$ cat src/rtl/wavecmp_pkg.sv
package wavecmp_pkg;

    typedef enum logic [1:0] {
        ST_CLK_OFF  = 2'd0,
        ST_STOPPED  = 2'd1,
        ST_COUNTING = 2'd2
    } tmr_state_e;

    typedef enum logic [1:0] {
        ACT_HOLD   = 2'd0,
        ACT_SET    = 2'd1,
        ACT_CLEAR  = 2'd2,
        ACT_TOGGLE = 2'd3
    } pin_act_e;

    // bit0 reload, bit1 clock off, bit2 halt, [4:3] pin A, [6:5] pin B
    typedef struct packed {
        pin_act_e act_b;
        pin_act_e act_a;
        logic     halt;
        logic     clk_off;
        logic     reload;
    } mode_t;

    localparam int MODE_W   = $bits(mode_t);
    localparam int NUM_PINS = 2;

    localparam int REG_CMD    = 0;
    localparam int REG_MODE   = 1;
    localparam int REG_CMPC   = 2;
    localparam int REG_IEN    = 3;
    localparam int REG_STATUS = 4;
    localparam int REG_COUNT  = 5;

endpackage

$ cat src/rtl/wavecmp_regs.sv
module wavecmp_regs
    import wavecmp_pkg::*;
#(
    parameter int CNT_W  = 16,
    parameter int ADDR_W = 3,
    parameter int DATA_W = 16
) (
    input  logic              clk,
    input  logic              rst_n,
    input  logic              wr_en,
    input  logic              rd_en,
    input  logic [ADDR_W-1:0] addr,
    input  logic [DATA_W-1:0] wdata,
    output logic [DATA_W-1:0] rdata,
    input  logic [CNT_W-1:0]  cnt,
    input  logic              match,
    output mode_t             mode_o,
    output logic [CNT_W-1:0]  cmpc_o,
    output logic              ien_o,
    output logic              flag_o,
    output logic              start_o,
    output logic              clken_o
);

    localparam logic [ADDR_W-1:0] AD_CMD    = ADDR_W'(REG_CMD);
    localparam logic [ADDR_W-1:0] AD_MODE   = ADDR_W'(REG_MODE);
    localparam logic [ADDR_W-1:0] AD_CMPC   = ADDR_W'(REG_CMPC);
    localparam logic [ADDR_W-1:0] AD_IEN    = ADDR_W'(REG_IEN);
    localparam logic [ADDR_W-1:0] AD_STATUS = ADDR_W'(REG_STATUS);
    localparam logic [ADDR_W-1:0] AD_COUNT  = ADDR_W'(REG_COUNT);

    logic status_rd;

    assign start_o   = wr_en && (addr == AD_CMD) && wdata[1];
    assign clken_o   = wr_en && (addr == AD_CMD) && wdata[0];
    assign status_rd = rd_en && (addr == AD_STATUS);

    always_ff @(posedge clk or negedge rst_n) begin
        if (!rst_n) begin
            mode_o <= '0;
            cmpc_o <= '0;
            ien_o  <= 1'b0;
        end else if (wr_en) begin
            if (addr == AD_MODE) mode_o <= mode_t'(wdata[MODE_W-1:0]);
            if (addr == AD_CMPC) cmpc_o <= wdata[CNT_W-1:0];
            if (addr == AD_IEN)  ien_o  <= wdata[0];
        end
    end

    // a compare event in the same cycle outranks the read-clear
    always_ff @(posedge clk or negedge rst_n) begin
        if (!rst_n)         flag_o <= 1'b0;
        else if (match)     flag_o <= 1'b1;
        else if (status_rd) flag_o <= 1'b0;
    end

    always_comb begin
        rdata = '0;
        case (addr)
            AD_MODE:   rdata = DATA_W'(mode_o);
            AD_CMPC:   rdata = DATA_W'(cmpc_o);
            AD_IEN:    rdata = DATA_W'(ien_o);
            AD_STATUS: rdata = DATA_W'(flag_o);
            AD_COUNT:  rdata = DATA_W'(cnt);
            default:   rdata = '0;
        endcase
    end

endmodule

$ cat src/rtl/wavecmp_ctrl.sv
module wavecmp_ctrl
    import wavecmp_pkg::*;
#(
    parameter int CNT_W = 16
) (
    input  logic             clk,
    input  logic             rst_n,
    input  logic             tick,
    input  logic             start,
    input  logic             clken,
    input  mode_t            mode,
    input  logic [CNT_W-1:0] cmpc,
    output logic [CNT_W-1:0] cnt,
    output logic             match,
    output tmr_state_e       state
);

    tmr_state_e       state_d;
    logic [CNT_W-1:0] cnt_d;
    logic             halting;

    assign match   = tick && !start && (state == ST_COUNTING) && (cnt == cmpc);
    assign halting = mode.clk_off || mode.halt;

    always_ff @(posedge clk or negedge rst_n) begin
        if (!rst_n) begin
            state <= ST_CLK_OFF;
            cnt   <= '0;
        end else begin
            state <= state_d;
            cnt   <= cnt_d;
        end
    end

    always_comb begin
        state_d = state;
        cnt_d   = cnt;
        unique case (state)
            ST_CLK_OFF: begin
                if (clken) begin
                    state_d = start ? ST_COUNTING : ST_STOPPED;
                    if (start) cnt_d = '0;
                end
            end
            ST_STOPPED: begin
                if (start) begin
                    state_d = ST_COUNTING;
                    cnt_d   = '0;
                end
            end
            ST_COUNTING: begin
                if (start) begin
                    cnt_d = '0;
                end else if (match) begin
                    if (mode.reload)  cnt_d = '0;
                    else if (halting) cnt_d = cnt;
                    else              cnt_d = cnt + 1'b1;
                    if (mode.clk_off)   state_d = ST_CLK_OFF;
                    else if (mode.halt) state_d = ST_STOPPED;
                end else if (tick) begin
                    cnt_d = cnt + 1'b1;
                end
            end
            default: state_d = ST_CLK_OFF;
        endcase
    end

endmodule

$ cat src/rtl/wavecmp_pin.sv
module wavecmp_pin
    import wavecmp_pkg::*;
(
    input  logic     clk,
    input  logic     rst_n,
    input  logic     match,
    input  pin_act_e act,
    output logic     pin
);

    always_ff @(posedge clk or negedge rst_n) begin
        if (!rst_n) begin
            pin <= 1'b0;
        end else if (match) begin
            unique case (act)
                ACT_HOLD:   pin <= pin;
                ACT_SET:    pin <= 1'b1;
                ACT_CLEAR:  pin <= 1'b0;
                ACT_TOGGLE: pin <= ~pin;
                default:    pin <= pin;
            endcase
        end
    end

endmodule

$ cat src/rtl/wavecmp_timer.sv
module wavecmp_timer
    import wavecmp_pkg::*;
#(
    parameter int CNT_W  = 16,
    parameter int ADDR_W = 3,
    parameter int DATA_W = 16
) (
    input  logic              clk,
    input  logic              rst_n,
    input  logic              tick,
    input  logic              wr_en,
    input  logic              rd_en,
    input  logic [ADDR_W-1:0] addr,
    input  logic [DATA_W-1:0] wdata,
    output logic [DATA_W-1:0] rdata,
    output logic              irq,
    output logic              wave_a,
    output logic              wave_b
);

    mode_t            mode_s;
    logic [CNT_W-1:0] cmpc_s;
    logic [CNT_W-1:0] cnt_s;
    logic             ien_s;
    logic             flag_s;
    logic             start_s;
    logic             clken_s;
    logic             match_s;
    tmr_state_e       state_s;
    pin_act_e         acts [NUM_PINS];
    logic [NUM_PINS-1:0] pins;

    wavecmp_regs #(.CNT_W(CNT_W), .ADDR_W(ADDR_W), .DATA_W(DATA_W)) regs_i (
        .clk(clk), .rst_n(rst_n), .wr_en(wr_en), .rd_en(rd_en),
        .addr(addr), .wdata(wdata), .rdata(rdata),
        .cnt(cnt_s), .match(match_s),
        .mode_o(mode_s), .cmpc_o(cmpc_s), .ien_o(ien_s), .flag_o(flag_s),
        .start_o(start_s), .clken_o(clken_s)
    );

    wavecmp_ctrl #(.CNT_W(CNT_W)) ctrl_i (
        .clk(clk), .rst_n(rst_n), .tick(tick),
        .start(start_s), .clken(clken_s),
        .mode(mode_s), .cmpc(cmpc_s),
        .cnt(cnt_s), .match(match_s), .state(state_s)
    );

    assign acts[0] = mode_s.act_a;
    assign acts[1] = mode_s.act_b;

    for (genvar g = 0; g < NUM_PINS; g++) begin : g_pin
        wavecmp_pin pin_i (
            .clk(clk), .rst_n(rst_n), .match(match_s),
            .act(acts[g]), .pin(pins[g])
        );
    end

    assign wave_a = pins[0];
    assign wave_b = pins[1];
    assign irq    = flag_s & ien_s;

endmodule

$ cat config.mk
export PLATFORM = sky130hd
export DESIGN_NAME = wavecmp_timer
export DESIGN_NICKNAME = d
export VERILOG_FILES = /design/src/rtl/wavecmp_pkg.sv /design/src/rtl/wavecmp_regs.sv /design/src/rtl/wavecmp_ctrl.sv /design/src/rtl/wavecmp_pin.sv /design/src/rtl/wavecmp_timer.sv
export SDC_FILE = /design/constraint.sdc
export NUM_CORES = 1
export LEC_CHECK = 0
export BUFFER_PORTS_ARGS = -buffer_cell sky130_fd_sc_hd__buf_2
export CAP_MARGIN = 10
export CORE_ASPECT_RATIO = 0.7
export CORE_MARGIN = 2
export CORE_UTILIZATION = 58
export CTS_BUF_LIST = sky130_fd_sc_hd__clkbuf_2 sky130_fd_sc_hd__clkbuf_4 sky130_fd_sc_hd__clkbuf_8
export DETAILED_ROUTE_END_ITERATION = 16
export GPL_TIMING_DRIVEN = 0
export PLACE_DENSITY = 0.93
export SYNTH_ARGS = -nofsm -noshare
export SYNTH_HDL_FRONTEND = slang
export SYNTH_SLANG_ARGS = --single-unit
$ cat constraint.sdc
create_clock -name clk -period 2.3 [get_ports clk]
set_input_delay 0.23 -clock clk [delete_from_list [all_inputs] [get_ports clk]]
set_output_delay 0.23 -clock clk [all_outputs]
set_load 0.01 [all_outputs]
==> results of run 1 <==
## cell type report
cell class	instances	area [um^2]	area share (%)
multi-input combinational	186	1398	46.39
clock inverter	3	46.29	1.537
tap	55	68.82	2.284
inverter	3	11.26	0.3738
timing repair buffer	44	227.7	7.558
sequential	45	1126	37.38
clock buffer	5	68.82	2.284
buffer	10	66.31	2.201
## cells by family after synthesis
kind of cell	after synthesis
AO/OA/AOI/OAI	66
AND/OR/NAND/NOR	76
XOR/XNOR	16
buffers and inverters	15
flip-flops	45
adder cells (fa/ha/maj)	1
multiplexers	27
## sequential cells by signal, indices dropped and copies added, names as in the netlist
register         flops
ctrl_i.cnt          16
ctrl_i.state         2
g_pin.pin_i.pin      2
regs_i.cmpc_o       16
regs_i.flag_o        1
regs_i.ien_o         1
regs_i.mode_o        7
## routing by layer
| layer | routed length [um] | up-vias | global-route usage (%) |
|---|---|---|---|
| li1 | - | 1009 | - |
| met2 | 3005 | 87 | 44.23 |
| met3 | 427 | 13 | 6.630 |
| met4 | 94 | 0 | 8.756 |
| met5 | 0 | - | 0 |
| met1 | 2925 | 1114 | 38.61 |
## per-stage QoR
stage	cell area (um^2)	worst slack, ns	instances	utilization [%]	TNS (ns)
final	3013	0.07768	351	70.00	0
after global routing	3013	-0.03860	351	70.00	-0.03907
after CTS	2983	0.01658	349	69.30	0
after detailed placement	2858	-0.02307	341	66.40	-0.1223
after global placement	2858	0.02864	341	66.40	0
after floorplan	2589	0.2880	246	-	0
## cell usage in the layout, fill, tap and decap left out, drive strengths merged, types with 2 or more instances in the layout
cell type / netlist / final
a22o: 22 / 22
dfrtp: 45 / 45
and2: 3 / 3
nand3b: 2 / 2
inv: 3 / 3
nor3: 7 / 7
clkbuf: 4 / 8
a22oi: 7 / 7
xnor2: 16 / 16
o21ai: 19 / 19
buf: 8 / 51
a31oi: 2 / 2
nor2b: 7 / 7
nand2: 17 / 17
nand2b: 2 / 2
o22ai: 2 / 2
a21oi: 5 / 5
nand3: 5 / 5
a211o: 2 / 2
nor4: 6 / 6
mux2: 26 / 26
nand4: 4 / 4
and3: 4 / 4
or3: 2 / 2
nor2: 13 / 13
o31ai: 2 / 2
## where the power goes
part           internal, W  switching (W)  leakage (nW)  total [W]
sequential        0.000927       0.000167         0.574    0.00109
combinational     0.000311       0.000305         0.682   0.000616
clock             0.000325       0.000293        0.0543   0.000619
total              0.00156       0.000765          1.31    0.00233
## worst min-delay path by stage
stage	start	end	slack, ns	depth (start not counted)
2_1_floorplan	rst_n	ctrl_i.cnt[0]$_DFFE_PN0P_	-0.07	0
3_3_place_gp	rst_n	regs_i.mode_o[0]$_DFFE_PN0P_	0.44	1
3_5_place_dp	rst_n	regs_i.mode_o[0]$_DFFE_PN0P_	0.44	1
4_1_cts	rst_n	regs_i.mode_o[0]$_DFFE_PN0P_	0.11	1
5_1_grt	wdata[11]	regs_i.cmpc_o[11]$_DFFE_PN0P_	0.15	2
6_report	rst_n	regs_i.mode_o[0]$_DFFE_PN0P_	0.08	1
## repair_timing
action                                  CTS  global route
resized for setup                         2             5
cloned                                    0             0
pin swaps                                 1             2
setup buffers                             0             3
endpoints found under the setup margin   12            26
==> flow_metrics.tcl, run 1 <==
set metrics [dict create \
    status "completed" \
    synth_top_family_by_area "compound AO/OA/AOI/OAI gates" \
    r2r_cells 8 \
    synthCells 246 \
    path_class "reg2reg" \
    io_buffers 40 \
    timing.max_slew.rel_slack_pct 34.11 \
    drive_above_1_share_pct 33.45 \
    cts_tree "built" \
    die-height_um 59.90 \
    startpoint "ctrl_i.cnt[4]$_DFFE_PN0P_" \
    crit_buf_inv 2 \
    synth_edf_count 0 \
    synthTopCellsByArea "dfrtp_1, mux2_2, a22o_1, xnor2_1, o21ai_0" \
    totalPowerFinal_w 0.002328 \
    hold_path_class "in2async" \
    cp.arrival_ns 2.42 \
    finalCritPeriodShare_pct 96.62 \
    avgViaCountPerCell 6.333 \
    drtAntennaViolNets 0 \
    power_density_mw_per_mm2 772.8 \
    cpMaxStageDelayCell "or3_4" \
    reg2reg_to "ctrl_i.cnt[14]$_DFFE_PN0P_" \
    antennaDiodeCount 0 \
    rsz0062_at_grt "true" \
    crit_end "ctrl_i.cnt[14]$_DFFE_PN0P_" \
    start_kind "flip-flop" \
    setup_viol 0 \
    yosysTopAreaCell "dfrtp_1" \
    slowest_delay_ns 0.41 \
    cp.depth 8 \
    peakVddDrop_v 0.0005550 \
    final_nets 320 \
    drt-initial-drc-count 196 \
    hold_ws_ns 0.07657 \
    ys.flop_type "dfrtp_1" \
    die_w_um 83.85 \
    initial_core_util_pct 60.15 \
    max_freq_mhz 450.0 \
    grt_use_total_pct 27.84 \
    synth-compound-area-share_pct 18.80 \
    drt_first_pass_iters 5 \
    cts_max_level 2 \
    synth.most_common_cell "dfrtp_1" \
    place.gp.congestion 0.9349 \
    leakage_nw 1.310 \
    seq_area_frac_synth_pct 43.50 \
    max_cap_viol_count 0 \
    reg2reg_slack_ns 0.08 \
    grt_pass1_wl_um 10600 \
    grt_overflow 0 \
    grt_max_degree 46 \
    crit_path_cell_trace "buf_2, xnor2_1, nand4_1, or3_4, o31ai_4, nor2_2, buf_6, a22o_1" \
    clock_latency_ns 0.31 \
    yosys_warnings 0 \
    worstPathRequired_ns 2.50 \
    grt_antenna_before_repair 0 \
    clockBufferDepth 2 \
    critical_path.max_fanout 10 \
    r2r-start "ctrl_i.cnt[4]$_DFFE_PN0P_" \
    dp_hpwl_um 4689 \
    area_growth_pct 16.38 \
    wl_per_cell_um 18.38 \
    synth_commonest_cells "dfrtp_1, mux2_2, a22o_1, o21ai_0, nand2_1" \
    finalHoldViolCount 0 \
    dr_total_vias 2223 \
    ctsHoldBuffers 0 \
    avgSynthCellArea_um2 10.52 \
    synth_simple_gate_area_share_pct 16.96 \
    dieArea_mm2 0.005022 \
    critPathTopFamily "simple AND/OR/NAND/NOR gates" \
    cts_inserted_buffers 5 \
    coreArea_mm2 0.004304 \
    pin_count 43 \
    finalCriticalPeriod_ns 2.222 \
    synth.area.mux_share_pct 11.70 \
    asyncSetResetFlopFracSynth_pct 100.0 \
    mappedNetlistArea_mm2 0.002589 \
    first_global_vias 2092 \
    cts-root-buf "clkbuf_8" \
    syn_nets 271 \
    wl_um 6451 \
    drv_slew 0 \
    nFillCells 306 \
    endpoint_kind "flip-flop" \
    synth_top_cell_area_share_pct 43.50 \
    worstMarginPinSlew_ns 0.9883 \
    synthAdderAreaFrac_pct 0.4833 \
    yosysUniqueCellTypes 45 \
    clkSinkCount 45 \
    fp-row-count 20 \
    drc 0 \
    synth_xor_area_share_pct 5.413 \
    path_clk_slew_ns 0.09 \
    clock_skew_ns 0.004889 \
    synth-seq-cells 45 \
]
Power figures use the tool's default switching activity.
==> run 2, diff against run 1 <==
--- a/config.mk
+++ b/config.mk
@@ -5,15 +5,17 @@
 export SDC_FILE = /design/constraint.sdc
 export NUM_CORES = 1
 export LEC_CHECK = 0
+export ABC_AREA = 1
 export BUFFER_PORTS_ARGS = -buffer_cell sky130_fd_sc_hd__buf_2
 export CAP_MARGIN = 10
 export CORE_ASPECT_RATIO = 0.7
 export CORE_MARGIN = 2
-export CORE_UTILIZATION = 58
+export CORE_UTILIZATION = 59
 export CTS_BUF_LIST = sky130_fd_sc_hd__clkbuf_2 sky130_fd_sc_hd__clkbuf_4 sky130_fd_sc_hd__clkbuf_8
 export DETAILED_ROUTE_END_ITERATION = 16
 export GPL_TIMING_DRIVEN = 0
 export PLACE_DENSITY = 0.93
 export SYNTH_ARGS = -nofsm -noshare
 export SYNTH_HDL_FRONTEND = slang
+export SYNTH_HIERARCHICAL = 1
 export SYNTH_SLANG_ARGS = --single-unit
==> flow_metrics.tcl, run 2 <==
set metrics [dict create \
    synth.most_common_cell "nand2_1" \
    rsz0062_at_grt "false" \
    cts-root-buf "clkbuf_8" \
    reg2reg_to "g_pin[1].pin_i/pin$_DFFE_PN0P_" \
    ys.flop_type "dfrtp_1" \
    start_kind "input port" \
    finalHoldViolCount 0 \
    combPwrFrac_pct 25.7 \
    max_freq_mhz 512.5 \
    syn_nets 458 \
    finalCritPeriodShare_pct 84.83 \
    yosys_warnings 6 \
    crit_path_cell_trace "buf_2, nor2_1, nand3_1, nor2_1, o21ai_0, a211oi_2, nand2_4, nor2_4, buf_6, nand2_1, nand2_1" \
    avgSynthCellArea_um2 6.880 \
    peakVddDrop_v 0.0004566 \
    drt-initial-drc-count 270 \
    asyncSetResetFlopFracSynth_pct 100.0 \
    clkSinkCount 45 \
    die_w_um 88.93 \
    dr_total_vias 3020 \
    yosysUniqueCellTypes 29 \
    startpoint "addr[1]" \
    initial_core_util_pct 61.96 \
    clock_skew_ns 0.005900 \
    grt_use_total_pct 28.06 \
    grt_antenna_before_repair 0 \
    setup_slack_ns 0.3488 \
    leakage_nw 1.927 \
    synth_edf_count 0 \
    setup_viol 0 \
    io_buffers 42 \
    finalCriticalPeriod_ns 1.951 \
    ctsHoldBuffers 0 \
    drc 0 \
    wl_um 7338 \
    drive_above_1_share_pct 19.92 \
    dieArea_mm2 0.005643 \
    r2r-start "ctrl_i/cnt[1]$_DFFE_PN0P_" \
    power_density_mw_per_mm2 661.3 \
    place.gp.congestion 0.9522 \
    p_int_w 0.001466 \
    final_nets 506 \
    synthTopCellsByArea "dfrtp_1, nand2_1, inv_1, nand3_1, o21ai_2" \
    drv_slew 0 \
    reg2reg_slack_ns 0.42 \
    area_growth_pct 14.07 \
    path_clk_slew_ns 0.09 \
    grt_max_degree 46 \
    first_global_vias 2750 \
    critical_path.max_fanout 10 \
    pwr-share-clk_pct 28.1 \
    seq_area_frac_synth_pct 37.80 \
    status "completed" \
    avgViaCountPerCell 5.481 \
    switching_share_pct 34.75 \
    hold_path_class "in2async" \
    largestRegisters "ctrl_i/cnt x16, regs_i/cmpc_o x16, regs_i/mode_o x7" \
    path_class "in2reg" \
    cts_max_level 2 \
    die-height_um 63.45 \
    worstMarginPinSlew_ns 0.9820 \
    drt_first_pass_iters 5 \
    max_cap_viol_count 0 \
    antennaDiodeCount 0 \
    endpoint_kind "flip-flop" \
    grt_pass1_wl_um 12290 \
    drtAntennaViolNets 0 \
    cp.arrival_ns 2.20 \
    place_ws_ns -0.2850 \
    dp_hpwl_um 5616 \
    timing.max_slew.rel_slack_pct 34.53 \
    seqPwrFrac_pct 46.2 \
    pin_count 43 \
    clockBufferDepth 2 \
    hold_ws_ns 0.07989 \
    r2r_cells 9 \
    cts_inserted_buffers 5 \
    synthCells 433 \
    slowest_delay_ns 0.31 \
    final_common_cell "nand2_1" \
    coreArea_mm2 0.004808 \
    synth_commonest_cells "nand2_1, inv_1, dfrtp_1, nand3_1, nor2_1" \
    wl_per_cell_um 13.32 \
    mappedNetlistArea_mm2 0.002979 \
    worstPathRequired_ns 2.55 \
    power.switching_w 0.0007810 \
    synth_top_cell_area_share_pct 37.80 \
    cts_tree "built" \
    synth-seq-cells 45 \
    clock_latency_ns 0.31 \
    cpMaxStageDelayCell "nor2_1" \
    grt_overflow 0 \
    fp-row-count 21 \
    yosysTopAreaCell "dfrtp_1" \
    mostFrequentLayoutCells "nand2_1, inv_1, dfrtp_1" \
]
-- run 2: cell types whose count changed in the layout (fill, tap and decap cells not counted), sizes merged, moves of 4 or more --
cell   change
nor4       -5
mux2      -26
inv       +55
nand4      +5
nand2    +179
nor2      +18
xnor2     -11
xor2       +8
nand3     +29
a22oi      -7
and3       -4
a22o      -22
nor2b      -7
-- run 2: metal layers --
metal	routed length, um	share of wire (%)	vias to the layer above	GRT usage (%)
met5	0	0	-	0
met1	3216	44	1404	39.54
li1	-	-	1435	-
met3	592	8.1	25	5.898
met2	3387	46	156	44.03
met4	142	1.9	0	7.649
-- run 2: through the flow --
step | total power [W] | std cells | util [%] | setup TNS [ns] | area (um^2)
6_report | 0.002247 | 551 | 70.67 | 0 | 3398
5_1_grt | 0.002373 | 551 | 70.67 | 0 | 3398
4_1_cts | 0.002234 | 552 | 70.62 | 0 | 3396
3_5_place_dp | 0.001610 | 544 | 68.12 | -2.620 | 3276
3_3_place_gp | 0.001569 | 544 | 68.12 | -1.724 | 3276
2_1_floorplan | 0.001420 | 433 | - | 0 | 2979
-- run 2: what timing repair did --
item                                    4_1_cts  5_1_grt
hold endpoints to repair                      0        0
endpoints found under the setup margin        0       13
buffers inserted                              0        0
gates resized for setup                       0        1
-- run 2: worst max path at each step --
stage	slack, ns	end	depth (start not counted)
after floorplan	0.51	ctrl_i/cnt[2]$_DFFE_PN0P_	10
after global placement	-0.27	g_pin[1].pin_i/pin$_DFFE_PN0P_	12
after detailed placement	-0.28	g_pin[0].pin_i/pin$_DFFE_PN0P_	12
after CTS	0.02	g_pin[0].pin_i/pin$_DFFE_PN0P_	12
after global routing	0.16	ctrl_i/cnt[12]$_DFFE_PN0P_	11
final	0.35	ctrl_i/cnt[1]$_DFFE_PN0P_	11
-- run 2: power by group through the flow --
stage	Combinational (W)	Sequential (W)	Clock [W]
finish	0.000577	0.00104	0.000633
global route	0.000644	0.00105	0.000678
CTS	0.000565	0.00103	0.000637
detailed placement	0.000563	0.00105	0
global placement	0.000532	0.00104	0
floorplan	0.000419	0.00100	0
-- run 2: critical path, delay by kind of cell --
family	cells	cell delay [ns]
AO/OA/AOI/OAI	2	0.46
buffers and inverters	2	0.33
AND/OR/NAND/NOR	7	1.17
-- run 2: final cells by class --
type	count	area, um^2
multi-input cells	320	1555
fillers	389	1410
flip-flops and latches	45	1126
inverters	58	217.7
repair buffers	42	210.2
well taps	69	86.33
clock buffers	6	82.58
plain buffers	9	82.58
clock inverters	2	37.54
-- run 2: cell families (layout without fill, tap and decap cells) --
group           Yosys count  in the layout  synth area share [%]
buf+inv                  68            117                 10.21
xor+xnor                 13             13                 3.822
fa+ha+maj                 1              1                0.4199
simple gates            277            277                 40.49
flops                    45             45                 37.80
compound gates           29             29                 7.266
